### src/rtl/fpadd_pkg.sv
package fpadd_pkg;
  typedef enum logic [1:0] {
    RM_NEAR = 2'b00,
    RM_ZERO = 2'b01,
    RM_UP   = 2'b10,
    RM_DOWN = 2'b11
  } rmode_t;
endpackage

### src/rtl/fpadd_align.sv
module fpadd_align #(
  parameter  int EXP_W  = 8,
  parameter  int FRAC_W = 23,
  localparam int W      = 1 + EXP_W + FRAC_W,
  localparam int SIG_W  = FRAC_W + 1,
  localparam int EXT_W  = SIG_W + 3
) (
  input  logic              clk,
  input  logic              rst,
  input  logic              in_valid,
  input  logic [W-1:0]      a,
  input  logic [W-1:0]      b,
  input  logic              sub,
  input  logic [1:0]        rm,
  output logic              s1_valid,
  output logic              s1_sign,
  output logic              s1_opsub,
  output logic [EXP_W-1:0]  s1_exp,
  output logic [EXT_W-1:0]  s1_big,
  output logic [EXT_W-1:0]  s1_small,
  output logic [1:0]        s1_rm,
  output logic              s1_spec,
  output logic              s1_inv,
  output logic [W-1:0]      s1_specval
);
  localparam logic [EXP_W-1:0] EMAX = {EXP_W{1'b1}};
  localparam logic [W-1:0] QNAN = {1'b0, {EXP_W{1'b1}}, 1'b1, {(FRAC_W-1){1'b0}}};

  logic              sa, sb;
  logic [EXP_W-1:0]  ea, eb;
  logic [FRAC_W-1:0] fa, fb;
  logic              a_nan, b_nan, a_inf, b_inf;
  logic              a_big;
  logic [EXP_W-1:0]  e_big, e_small, diff;
  logic [SIG_W-1:0]  g_big, g_small;
  logic [EXT_W-1:0]  ext_small, shifted;
  logic              spec, inv;
  logic [W-1:0]      specval;

  always_comb begin
    sa = a[W-1];
    sb = b[W-1] ^ sub;
    ea = a[W-2:FRAC_W];
    eb = b[W-2:FRAC_W];
    fa = a[FRAC_W-1:0];
    fb = b[FRAC_W-1:0];
    a_nan = (ea == EMAX) && (fa != '0);
    b_nan = (eb == EMAX) && (fb != '0);
    a_inf = (ea == EMAX) && (fa == '0);
    b_inf = (eb == EMAX) && (fb == '0);
    // order by magnitude: exponent field then fraction
    a_big = a[W-2:0] >= b[W-2:0];
    if (a_big) begin
      e_big   = (ea == '0) ? EXP_W'(1) : ea;
      e_small = (eb == '0) ? EXP_W'(1) : eb;
      g_big   = {ea != '0, fa};
      g_small = {eb != '0, fb};
    end else begin
      e_big   = (eb == '0) ? EXP_W'(1) : eb;
      e_small = (ea == '0) ? EXP_W'(1) : ea;
      g_big   = {eb != '0, fb};
      g_small = {ea != '0, fa};
    end
    diff      = e_big - e_small;
    ext_small = {g_small, 3'b000};
    // right shift with guard/round kept and everything below folded into sticky
    if (diff >= EXP_W'(EXT_W)) begin
      shifted    = '0;
      shifted[0] = |ext_small;
    end else begin
      shifted    = ext_small >> diff;
      shifted[0] = shifted[0] | (|(ext_small & ~({EXT_W{1'b1}} << diff)));
    end
    spec    = a_nan | b_nan | a_inf | b_inf;
    inv     = a_nan | b_nan | (a_inf & b_inf & (sa != sb));
    if (inv)        specval = QNAN;
    else if (a_inf) specval = {sa, EMAX, {FRAC_W{1'b0}}};
    else if (b_inf) specval = {sb, EMAX, {FRAC_W{1'b0}}};
    else            specval = '0;
  end

  always_ff @(posedge clk) begin
    if (rst) begin
      s1_valid   <= 1'b0;
      s1_sign    <= 1'b0;
      s1_opsub   <= 1'b0;
      s1_exp     <= '0;
      s1_big     <= '0;
      s1_small   <= '0;
      s1_rm      <= '0;
      s1_spec    <= 1'b0;
      s1_inv     <= 1'b0;
      s1_specval <= '0;
    end else begin
      s1_valid   <= in_valid;
      s1_sign    <= a_big ? sa : sb;
      s1_opsub   <= sa ^ sb;
      s1_exp     <= e_big;
      s1_big     <= {g_big, 3'b000};
      s1_small   <= shifted;
      s1_rm      <= rm;
      s1_spec    <= spec;
      s1_inv     <= inv;
      s1_specval <= specval;
    end
  end

  // an invalid operation is always carried down the special path
  assert_inv_is_special_R8: assert property (@(posedge clk) disable iff (rst)
    s1_valid && s1_inv |-> s1_spec);
endmodule

### src/rtl/fpadd_sum_norm.sv
module fpadd_sum_norm
  import fpadd_pkg::*;
#(
  parameter  int EXP_W  = 8,
  parameter  int FRAC_W = 23,
  localparam int W      = 1 + EXP_W + FRAC_W,
  localparam int SIG_W  = FRAC_W + 1,
  localparam int EXT_W  = SIG_W + 3,
  localparam int EW     = EXP_W + 1,
  localparam int POS_W  = $clog2(EXT_W)
) (
  input  logic              clk,
  input  logic              rst,
  input  logic              s1_valid,
  input  logic              s1_sign,
  input  logic              s1_opsub,
  input  logic [EXP_W-1:0]  s1_exp,
  input  logic [EXT_W-1:0]  s1_big,
  input  logic [EXT_W-1:0]  s1_small,
  input  logic [1:0]        s1_rm,
  input  logic              s1_spec,
  input  logic              s1_inv,
  input  logic [W-1:0]      s1_specval,
  output logic              s2_valid,
  output logic              s2_sign,
  output logic [EW-1:0]     s2_exp,
  output logic [EXT_W-1:0]  s2_sig,
  output logic [1:0]        s2_rm,
  output logic              s2_spec,
  output logic              s2_inv,
  output logic [W-1:0]      s2_specval
);
  logic [EXT_W:0]   sum;
  logic [EW-1:0]    ex, lim, sh, n_exp;
  logic [POS_W-1:0] lz;
  logic             found, n_sign;
  logic [EXT_W-1:0] n_sig;

  always_comb begin
    sum = s1_opsub ? ({1'b0, s1_big} - {1'b0, s1_small})
                   : ({1'b0, s1_big} + {1'b0, s1_small});
    ex    = {1'b0, s1_exp};
    lz    = POS_W'(EXT_W - 1);
    found = 1'b0;
    for (int i = EXT_W - 1; i >= 0; i--) begin
      if (!found && sum[i]) begin
        lz    = POS_W'(EXT_W - 1 - i);
        found = 1'b1;
      end
    end
    // left shift may not take the exponent below the denormal floor
    lim    = ex - EW'(1);
    sh     = (EW'(lz) < lim) ? EW'(lz) : lim;
    n_sign = s1_sign;
    if (sum == '0) begin
      n_exp  = EW'(1);
      n_sig  = '0;
      n_sign = s1_opsub ? (s1_rm == RM_DOWN) : s1_sign;
    end else if (sum[EXT_W]) begin
      n_exp = ex + EW'(1);
      n_sig = {sum[EXT_W:2], |sum[1:0]};
    end else begin
      n_exp = ex - sh;
      n_sig = sum[EXT_W-1:0] << sh;
    end
  end

  always_ff @(posedge clk) begin
    if (rst) begin
      s2_valid   <= 1'b0;
      s2_sign    <= 1'b0;
      s2_exp     <= '0;
      s2_sig     <= '0;
      s2_rm      <= '0;
      s2_spec    <= 1'b0;
      s2_inv     <= 1'b0;
      s2_specval <= '0;
    end else begin
      s2_valid   <= s1_valid;
      s2_sign    <= n_sign;
      s2_exp     <= n_exp;
      s2_sig     <= n_sig;
      s2_rm      <= s1_rm;
      s2_spec    <= s1_spec;
      s2_inv     <= s1_inv;
      s2_specval <= s1_specval;
    end
  end

  // above the denormal floor the normalized significand has its leading one on top
  assert_norm_lead_R6: assert property (@(posedge clk) disable iff (rst)
    s2_valid && !s2_spec && (s2_exp > EW'(1)) |-> s2_sig[EXT_W-1]);
endmodule

### src/rtl/fpadd_round.sv
module fpadd_round
  import fpadd_pkg::*;
#(
  parameter  int EXP_W  = 8,
  parameter  int FRAC_W = 23,
  localparam int W      = 1 + EXP_W + FRAC_W,
  localparam int SIG_W  = FRAC_W + 1,
  localparam int EXT_W  = SIG_W + 3,
  localparam int EW     = EXP_W + 1
) (
  input  logic              clk,
  input  logic              rst,
  input  logic              s2_valid,
  input  logic              s2_sign,
  input  logic [EW-1:0]     s2_exp,
  input  logic [EXT_W-1:0]  s2_sig,
  input  logic [1:0]        s2_rm,
  input  logic              s2_spec,
  input  logic              s2_inv,
  input  logic [W-1:0]      s2_specval,
  output logic              out_valid,
  output logic [W-1:0]      result,
  output logic              ovf,
  output logic              unf,
  output logic              inv
);
  localparam logic [EW-1:0]    EMAX_X = {1'b0, {EXP_W{1'b1}}};
  localparam logic [EXP_W-1:0] EMAX   = {EXP_W{1'b1}};

  rmode_t           rmode;
  logic [SIG_W-1:0] m, mant;
  logic             g, r, st, any, inc, to_inf;
  logic [SIG_W:0]   m2;
  logic [EW-1:0]    e2, field;
  logic [W-1:0]     n_res;
  logic             n_ovf, n_unf;

  always_comb begin
    rmode = rmode_t'(s2_rm);
    m   = s2_sig[EXT_W-1:3];
    g   = s2_sig[2];
    r   = s2_sig[1];
    st  = s2_sig[0];
    any = g | r | st;
    unique case (rmode)
      RM_NEAR: inc = g & (r | st | m[0]);
      RM_ZERO: inc = 1'b0;
      RM_UP:   inc = ~s2_sign & any;
      RM_DOWN: inc = s2_sign & any;
      default: inc = 1'b0;
    endcase
    m2 = {1'b0, m} + {{SIG_W{1'b0}}, inc};
    // carry out of the significand: renormalize by one place
    if (m2[SIG_W]) begin
      mant = m2[SIG_W:1];
      e2   = s2_exp + EW'(1);
    end else begin
      mant = m2[SIG_W-1:0];
      e2   = s2_exp;
    end
    field  = mant[SIG_W-1] ? e2 : '0;
    to_inf = (rmode == RM_NEAR) || (rmode == RM_UP && !s2_sign) ||
             (rmode == RM_DOWN && s2_sign);
    n_ovf  = 1'b0;
    n_unf  = 1'b0;
    if (s2_spec) begin
      n_res = s2_specval;
    end else if (field >= EMAX_X) begin
      n_ovf = 1'b1;
      n_res = to_inf ? {s2_sign, EMAX, {FRAC_W{1'b0}}}
                     : {s2_sign, EMAX - EXP_W'(1), {FRAC_W{1'b1}}};
    end else begin
      n_res = {s2_sign, field[EXP_W-1:0], mant[FRAC_W-1:0]};
      n_unf = (field == '0) && (mant[FRAC_W-1:0] != '0);
    end
  end

  always_ff @(posedge clk) begin
    if (rst) begin
      out_valid <= 1'b0;
      result    <= '0;
      ovf       <= 1'b0;
      unf       <= 1'b0;
      inv       <= 1'b0;
    end else begin
      out_valid <= s2_valid;
      result    <= n_res;
      ovf       <= n_ovf & s2_valid;
      unf       <= n_unf & s2_valid;
      inv       <= s2_inv & s2_spec & s2_valid;
    end
  end

  assert_inv_qnan_R8: assert property (@(posedge clk) disable iff (rst)
    out_valid && inv |-> (result[W-2:FRAC_W] == EMAX) && result[FRAC_W-1]);

  assert_ovf_value_R11: assert property (@(posedge clk) disable iff (rst)
    out_valid && ovf |->
      ((result[W-2:FRAC_W] == EMAX) && (result[FRAC_W-1:0] == '0)) ||
      ((result[W-2:FRAC_W] == EMAX - EXP_W'(1)) && (&result[FRAC_W-1:0])));

  assert_unf_denorm_R12: assert property (@(posedge clk) disable iff (rst)
    out_valid && unf |-> (result[W-2:FRAC_W] == '0) && (result[FRAC_W-1:0] != '0));

  assert_flags_exclusive_R12: assert property (@(posedge clk) disable iff (rst)
    $onehot0({ovf, unf, inv}));
endmodule

### src/rtl/fpadd32_pipe.sv
module fpadd32_pipe #(
  parameter  int EXP_W  = 8,
  parameter  int FRAC_W = 23,
  localparam int W      = 1 + EXP_W + FRAC_W,
  localparam int EXT_W  = FRAC_W + 4,
  localparam int EW     = EXP_W + 1
) (
  input  logic         clk,
  input  logic         rst,
  input  logic         in_valid,
  input  logic [W-1:0] op_a,
  input  logic [W-1:0] op_b,
  input  logic         op_sub,
  input  logic [1:0]   rnd_mode,
  output logic         out_valid,
  output logic [W-1:0] sum_out,
  output logic         flag_ovf,
  output logic         flag_unf,
  output logic         flag_inv
);
  logic             s1_valid, s1_sign, s1_opsub, s1_spec, s1_inv;
  logic [EXP_W-1:0] s1_exp;
  logic [EXT_W-1:0] s1_big, s1_small;
  logic [1:0]       s1_rm;
  logic [W-1:0]     s1_specval;

  logic             s2_valid, s2_sign, s2_spec, s2_inv;
  logic [EW-1:0]    s2_exp;
  logic [EXT_W-1:0] s2_sig;
  logic [1:0]       s2_rm;
  logic [W-1:0]     s2_specval;

  fpadd_align #(.EXP_W(EXP_W), .FRAC_W(FRAC_W)) u_align (
    .clk(clk), .rst(rst), .in_valid(in_valid), .a(op_a), .b(op_b),
    .sub(op_sub), .rm(rnd_mode),
    .s1_valid(s1_valid), .s1_sign(s1_sign), .s1_opsub(s1_opsub),
    .s1_exp(s1_exp), .s1_big(s1_big), .s1_small(s1_small), .s1_rm(s1_rm),
    .s1_spec(s1_spec), .s1_inv(s1_inv), .s1_specval(s1_specval)
  );

  fpadd_sum_norm #(.EXP_W(EXP_W), .FRAC_W(FRAC_W)) u_norm (
    .clk(clk), .rst(rst),
    .s1_valid(s1_valid), .s1_sign(s1_sign), .s1_opsub(s1_opsub),
    .s1_exp(s1_exp), .s1_big(s1_big), .s1_small(s1_small), .s1_rm(s1_rm),
    .s1_spec(s1_spec), .s1_inv(s1_inv), .s1_specval(s1_specval),
    .s2_valid(s2_valid), .s2_sign(s2_sign), .s2_exp(s2_exp), .s2_sig(s2_sig),
    .s2_rm(s2_rm), .s2_spec(s2_spec), .s2_inv(s2_inv), .s2_specval(s2_specval)
  );

  fpadd_round #(.EXP_W(EXP_W), .FRAC_W(FRAC_W)) u_round (
    .clk(clk), .rst(rst),
    .s2_valid(s2_valid), .s2_sign(s2_sign), .s2_exp(s2_exp), .s2_sig(s2_sig),
    .s2_rm(s2_rm), .s2_spec(s2_spec), .s2_inv(s2_inv), .s2_specval(s2_specval),
    .out_valid(out_valid), .result(sum_out), .ovf(flag_ovf), .unf(flag_unf),
    .inv(flag_inv)
  );

  assert_latency_R1: assert property (@(posedge clk) disable iff (rst)
    in_valid |-> ##3 out_valid);
endmodule

### config.mk
export PLATFORM = sky130hd
export DESIGN_NAME = fpadd32_pipe
export DESIGN_NICKNAME = d
export VERILOG_FILES = /design/src/rtl/fpadd_pkg.sv /design/src/rtl/fpadd_align.sv /design/src/rtl/fpadd_sum_norm.sv /design/src/rtl/fpadd_round.sv /design/src/rtl/fpadd32_pipe.sv
export SDC_FILE = /design/constraint.sdc
export NUM_CORES = 1
export LEC_CHECK = 0
export ABC_AREA = 1
export CAP_MARGIN = 20
export CORE_ASPECT_RATIO = 0.5
export CORE_UTILIZATION = 25
export DETAILED_ROUTE_END_ITERATION = 7
export GPL_TIMING_DRIVEN = 0
export PLACE_DENSITY = 0.45
export SLEW_MARGIN = 20
export SYNTH_ARGS = -nofsm -noshare
export SYNTH_HDL_FRONTEND = slang
export SYNTH_SLANG_ARGS = --single-unit
### constraint.sdc
create_clock -name clk -period 18.6 [get_ports clk]
set_clock_uncertainty 0.15 [all_clocks]
set_input_delay 3.72 -clock clk [delete_from_list [all_inputs] [get_ports clk]]
set_output_delay 3.72 -clock clk [all_outputs]
set_load 0.02 [all_outputs]
# [After elaboration in Yosys (flattened, before gate mapping)]
# Index checks and enable logic that the tools add are counted.
# Widths: inputs -> output; s select.
[classes] reduce_logical=81 addsub=8 shifts=3 eq_ne=7 bitwise=23 magnitude_cmp=4 muxes=82
[op_table] cell="$mux 5" n=27
[op_table] cell="$mux 24" n=4
[op_table] cell="$mux 32" n=3
[op_table] cell="$reduce_bool 23->1" n=3
[op_table] cell="$mux 31" n=2
[op_table] cell="$logic_not 23->1" n=2
[op_table] cell="$mux 9" n=4
[op_table] cell="$mux 1" n=35
[op_table] cell="$logic_and 1x1->1" n=33
[op_table] cell="$mux 8" n=4
[op_table] cell="$ge 31x31->1" n=1
[op_table] cell="$add 27x27->28" n=1
[op_table] cell="$logic_not 28->1" n=1
[op_table] cell="$mux 28" n=1
[op_table] cell="$sub 27x27->28" n=1
[op_table] cell="$and 27x27->27" n=1
[op_table] cell="$logic_not 1->1" n=27
[op_table] cell="$mux 27" n=1
[op_table] cell="$not 27->27" n=1
[op_table] cell="$reduce_or 27->1" n=1
[op_table] cell="$shl 27x8->27 const A" n=1
[op_table] cell="$shl 27x9->27" n=1
[op_table] cell="$shr 27x8->27" n=1
[op_table] cell="$add 24x1->25" n=1
[op_table] cell="25 further kinds" n=51
[totals] inputBits=70 register_bits=211 wordCells=236

# [Logic depth before layout (Yosys ltp)]
[depth] word_depth=86 depth_mapped=56

# [Cells and area by module]
# A second synthesis with hierarchy kept.
[hier_totals] hier_cells=2668 hier_area_um2=16084.2
[by_module_without_submodules] mod="fpadd_sum_norm" cells_per_inst=1240 instances=1 seq_area_each_um2=1481.4 area_each_um2=7358.3
[by_module_without_submodules] mod="fpadd_align" cells_per_inst=966 instances=1 seq_area_each_um2=1361.3 area_each_um2=5985.7
[by_module_without_submodules] mod="fpadd_round" cells_per_inst=462 instances=1 seq_area_each_um2=720.7 area_each_um2=2740.1

# [Worst setup path before layout]
# OpenSTA, ideal clock, no wires.
[synth_timing] kind="input-to-reg" from="in op_b[2]" to="reg u_align.s1_small[0]" path_slack_ps=9130 setup_ps=110 path_stages=43 n_path_buf=6 arrival_time_ps=9211 cell_sequence="inv_1 > ha_1 > nand2_1 > o21ai_0 > a21oi_1 > o21ai_0 > a21oi_1 > o21ai_0 > nand3_1 > nand2_1 > nand4_1 > nand3_1 > nand4_1 > nand3_1 > clkbuf_1 > clkbuf_1 > clkbuf_1 > clkbuf_1 > [... 7 more ...] > nor2_1 > o21ai_0 > a21oi_1 > or2_2 > nand3_1 > clkbuf_1 > clkbuf_1 > nor2_1 > o21ai_0 > mux2i_1 > nand2_1 > o21ai_0 > nand2_1 > o221ai_1 > o21ai_0 > nand4_1 > nand2_1 > inv_1"
[synth_via] elab_chain_len=9 elab_cells_between_ends=14 cone_classes="add/sub (1); order compare (2); shift (2); mux (4); bitwise (3); reduce/logical (2)"
[synth_lines] element="start: declaration" line="fpadd32_pipe.sv:12" text="input logic [W-1:0] op_b,"
[synth_lines] element="$ge 31x31->1" line="fpadd_align.sv:52" text="a_big = a[W-2:0] >= b[W-2:0];"
[synth_lines] element="$mux 8" line="fpadd_align.sv:53" text="if (a_big) begin"
[synth_lines] element="$sub 8x8->8" line="fpadd_align.sv:64" text="diff = e_big - e_small;"
[synth_lines] element="$shl 27x8->27" line="fpadd_align.sv:72" text="shifted[0] = shifted[0] | (|(ext_small & ~({EXT_W{1'b1}} << diff)));"
[synth_lines] element="$not 27->27" line="fpadd_align.sv:72"
[synth_lines] element="$and 27x27->27" line="fpadd_align.sv:72"
[synth_lines] element="$reduce_or 27->1" line="fpadd_align.sv:72"
[synth_lines] element="$or 1x1->1" line="fpadd_align.sv:72"
[synth_lines] element="$mux 1 (*)" line="fpadd_align.sv:67" text="if (diff >= EXP_W'(EXT_W)) begin"
[synth_lines] element="end signal: assignment" line="fpadd_align.sv:100" text="s1_small <= shifted;"
[synth_lines] element="end: declaration" line="fpadd_align.sv:20" text="output logic [EXT_W-1:0] s1_small,"
# Every way passes the cells marked *; elsewhere a longest branch is shown, timed or not.
# A chain may end at the register's enable or synchronous reset.

# [Worst setup path in the final report]
# Ends and elaborated chain as after synthesis.

==> flow_summary.ini <==
[setup_path]
endpoint = u_align.s1_small[0]
r2r_start = u_align.s1_small[4]
critPathSlowestCell = xor2_1
worstReg2RegEnd = u_norm.s2_exp[7]
critPathKind = in -> reg
cpPeakStageDelay_ps = 580
cp.required_ps = 18790
crit_path_max_fanout = 10
cp.arrival_ps = 12330
worstSetupStartpoint = op_b[2]
r2r_slack_ps = 11100
rr_worst_depth = 53
cpMostUsedCell = nand2_1
crit_path_end_kind = flip-flop
cp-start-kind = input pin

[cts]
cts_buffers = 17
path_clk_slew_ps = 70
cts_tree = yes
cts_resized = 0
cts_buffer_depth = 2
htreeDepth = 4
holdBufCountCts = 0
cts_setup_buffers = 0
root_buffer = clkbuf_16
clkLatencyLatePin_ps = 440
clock_sinks = 148

[logic_synthesis]
synth_compound_area_share_pct = 17.1
syn-num-nets = 2618
synthAdderAreaFrac_pct = 9.48
synthArstFlopShare_pct = 0
yosys_warnings = 0
syn_avg_cell_area_um2 = 5.94
synth_seq_cells = 148
synth_edf_count = 0
synth.area.mux_share_pct = 0.207
syn_inst = 2440
synth_top_family_by_area = simple AND/OR/NAND/NOR gates
yosys.area_share.simple_pct = 37.6
netlist_area_mm2 = 0.0145
yosysSeqAreaShare_pct = 20.4
synth_ff_type = dfxtp_1
synth_xor_area_share_pct = 3.37
yosysUniqueCellTypes = 63

[global_route]
antenna_found_initial = 1
grt_overflow = 0
grt_use_total_pct = 19.2
grt_pass1_vias = 15300
grt_pass1_wl_um = 87300
met2_usage_pct = 30.8
grt_max_degree = 19
busiest_layer = met2
globalRouteMet1Util_pct = 26.7
use_met3_pct = 3.03

[cells_and_area]
postLayoutCoreUtil_pct = 30.3
area_growth_pct = 17.9
drive_gt1_share_pct = 5.75
layout_common_cells = nand2_1 (592), inv_1 (311), nand3_1 (262), nor2_1 (229), o21ai_0 (189)
finalNetCount = 2741
n_antenna_cell = 0
layout_commonest_cell = nand2_1
fill_cells = 6377

[sta]
timing_hold_violations_final = 0
fmax_mhz = 82.4
finalCriticalPeriod_ps = 12140
tightest_slew_ps = 1030
layout_setup_ws_ps = 6460
holdWs_ps = 258
maxSlewViolCount = 0
setup_violations = 0
relSlewSlack_pct = 31.0
rsz0062_at_grt = false
setup-tns-final_ps = 0
fin_crit_sh_pct = 65.3

[route]
drc = 7
vias = 16300
drtIter0Drc = 1381
wirelength_um = 57400
dr.pass1.iters = 8
via_per_inst = 4.88
routedWlPerCell_um = 17.2
ant_nets = 0

[die]
die_area_mm2 = 0.0590
core-area_mm2 = 0.0564
initial_core_util_pct = 25.7
die_height_um = 172
dieWidth_um = 343
ios = 106
rows = 61

[run]
drv_cap = 0

[power]
leakage_nw = 8.00
p_total_mw = 1.94
power.density_mw_per_mm2 = 113
max-vdd-ir-drop_mv = 0.0638

[placed_design]
io_buffers = 104
gp_congestion = 0.951
place_hpwl_um = 48500
pre_cts_ws_ps = 6310

[min_path]
hp-class = reg -> reg
hold_path_depth = 2

[status]
outcome = finished, violations left
violations = design-rule violations
[routing by layer]
metal | vias up | routed length, um | share of wire (%)
li1 | 8284 | - | -
met1 | 7472 | 28100 | 49
met2 | 450 | 25200 | 44
met3 | 57 | 2970 | 5.2
met4 | 0 | 1100 | 1.9
met5 | - | 0 | 0
[how the worst min path moves through the flow]
stage	slack (ps)	startpoint	to
6_report	260	u_align.s1_specval[22]	u_norm.s2_specval[22]
5_1_grt	280	u_align.s1_specval[22]	u_norm.s2_specval[22]
4_1_cts	260	u_align.s1_valid	u_norm.s2_valid
3_5_place_dp	250	u_align.s1_valid	u_norm.s2_valid
3_3_place_gp	250	u_align.s1_valid	u_norm.s2_valid
2_1_floorplan	240	u_align.s1_spec	u_norm.s2_spec
[sequential cells by signal (all words and copies together), names as in the netlist, 2 cells and up]
name,flops
u_norm.s2_specval,3
u_align.s1_small,27
u_align.s1_big,24
u_norm.s2_exp,9
u_norm.s2_rm,2
u_align.s1_exp,8
u_align.s1_rm,2
u_align.s1_specval,3
u_round.result,32
u_norm.s2_sig,27
[synth_stat cells (5+ instances only)]
cell type | instances | area share, %
buf_4 | 9 | 0.47
nor2_2 | 12 | 0.52
ha_1 | 105 | 9.1
inv_1 | 311 | 8.1
nand4_1 | 52 | 2.2
xnor2_1 | 12 | 0.73
xor2_1 | 40 | 2.4
o21ai_2 | 5 | 0.30
nand2_2 | 11 | 0.47
o21bai_1 | 9 | 0.47
dfxtp_1 | 148 | 20
a211oi_1 | 7 | 0.36
o211ai_1 | 10 | 0.52
or2_2 | 12 | 0.52
clkbuf_1 | 52 | 1.3
buf_1 | 9 | 0.23
nor2_1 | 229 | 5.9
a21oi_1 | 175 | 6.0
nand3_1 | 262 | 9.0
nor3_1 | 30 | 1.0
buf_2 | 24 | 0.83
a31oi_1 | 10 | 0.43
nor4_1 | 19 | 0.82
o22ai_1 | 14 | 0.60
nand3_2 | 7 | 0.48
clkinv_1 | 5 | 0.13
inv_2 | 15 | 0.39
nand2_1 | 592 | 15
o21ai_0 | 189 | 6.5
[worst max-delay path: cells and delay by family]
family                     cells  cell delay, ps
AOI/OAI and AO/OA             10            1940
xor gates and xnor gates       1             580
adders and majority gates      3             870
buffers and inverters         11            2960
and+or+nand+nor               14            2250
[cell type report]
type / count / area, um^2 / area share [%]
plain buffers: 97 / 450 / 2.63
clock buffers: 17 / 425 / 2.49
clock inverters: 15 / 183 / 1.07
inverters: 332 / 1250 / 7.30
multi-input cells: 1863 / 9840 / 57.5
flip-flops and latches: 148 / 2960 / 17.3
well taps: 756 / 946 / 5.53
repair buffers: 104 / 1040 / 6.09
[logic make-up (layout without fill, tap and decap cells)]
kind of cell / count (synthesis) / count (layout)
adder cells (fa/ha/maj): 108 / 108
buffers and inverters: 429 / 565
AO/OA/AOI/OAI: 452 / 452
AND/OR/NAND/NOR: 1246 / 1246
XOR/XNOR: 54 / 54
multiplexers: 3 / 3
flip-flops: 148 / 148
[power by group]
group          switching (mW)  total (mW)  internal [mW]
registers              0.0490       0.430          0.381
clock network           0.171       0.353          0.182
logic                   0.787        1.15          0.367
[through the flow]
stage | instance area (um^2) | cells
after floorplan | 14500 | 2440
final | 17100 | 3332
after CTS | 17100 | 3332
after global placement | 16500 | 3300
after global routing | 17100 | 3332
after detailed placement | 16500 | 3300
Note: power is estimated with default switching activity, not from simulation.
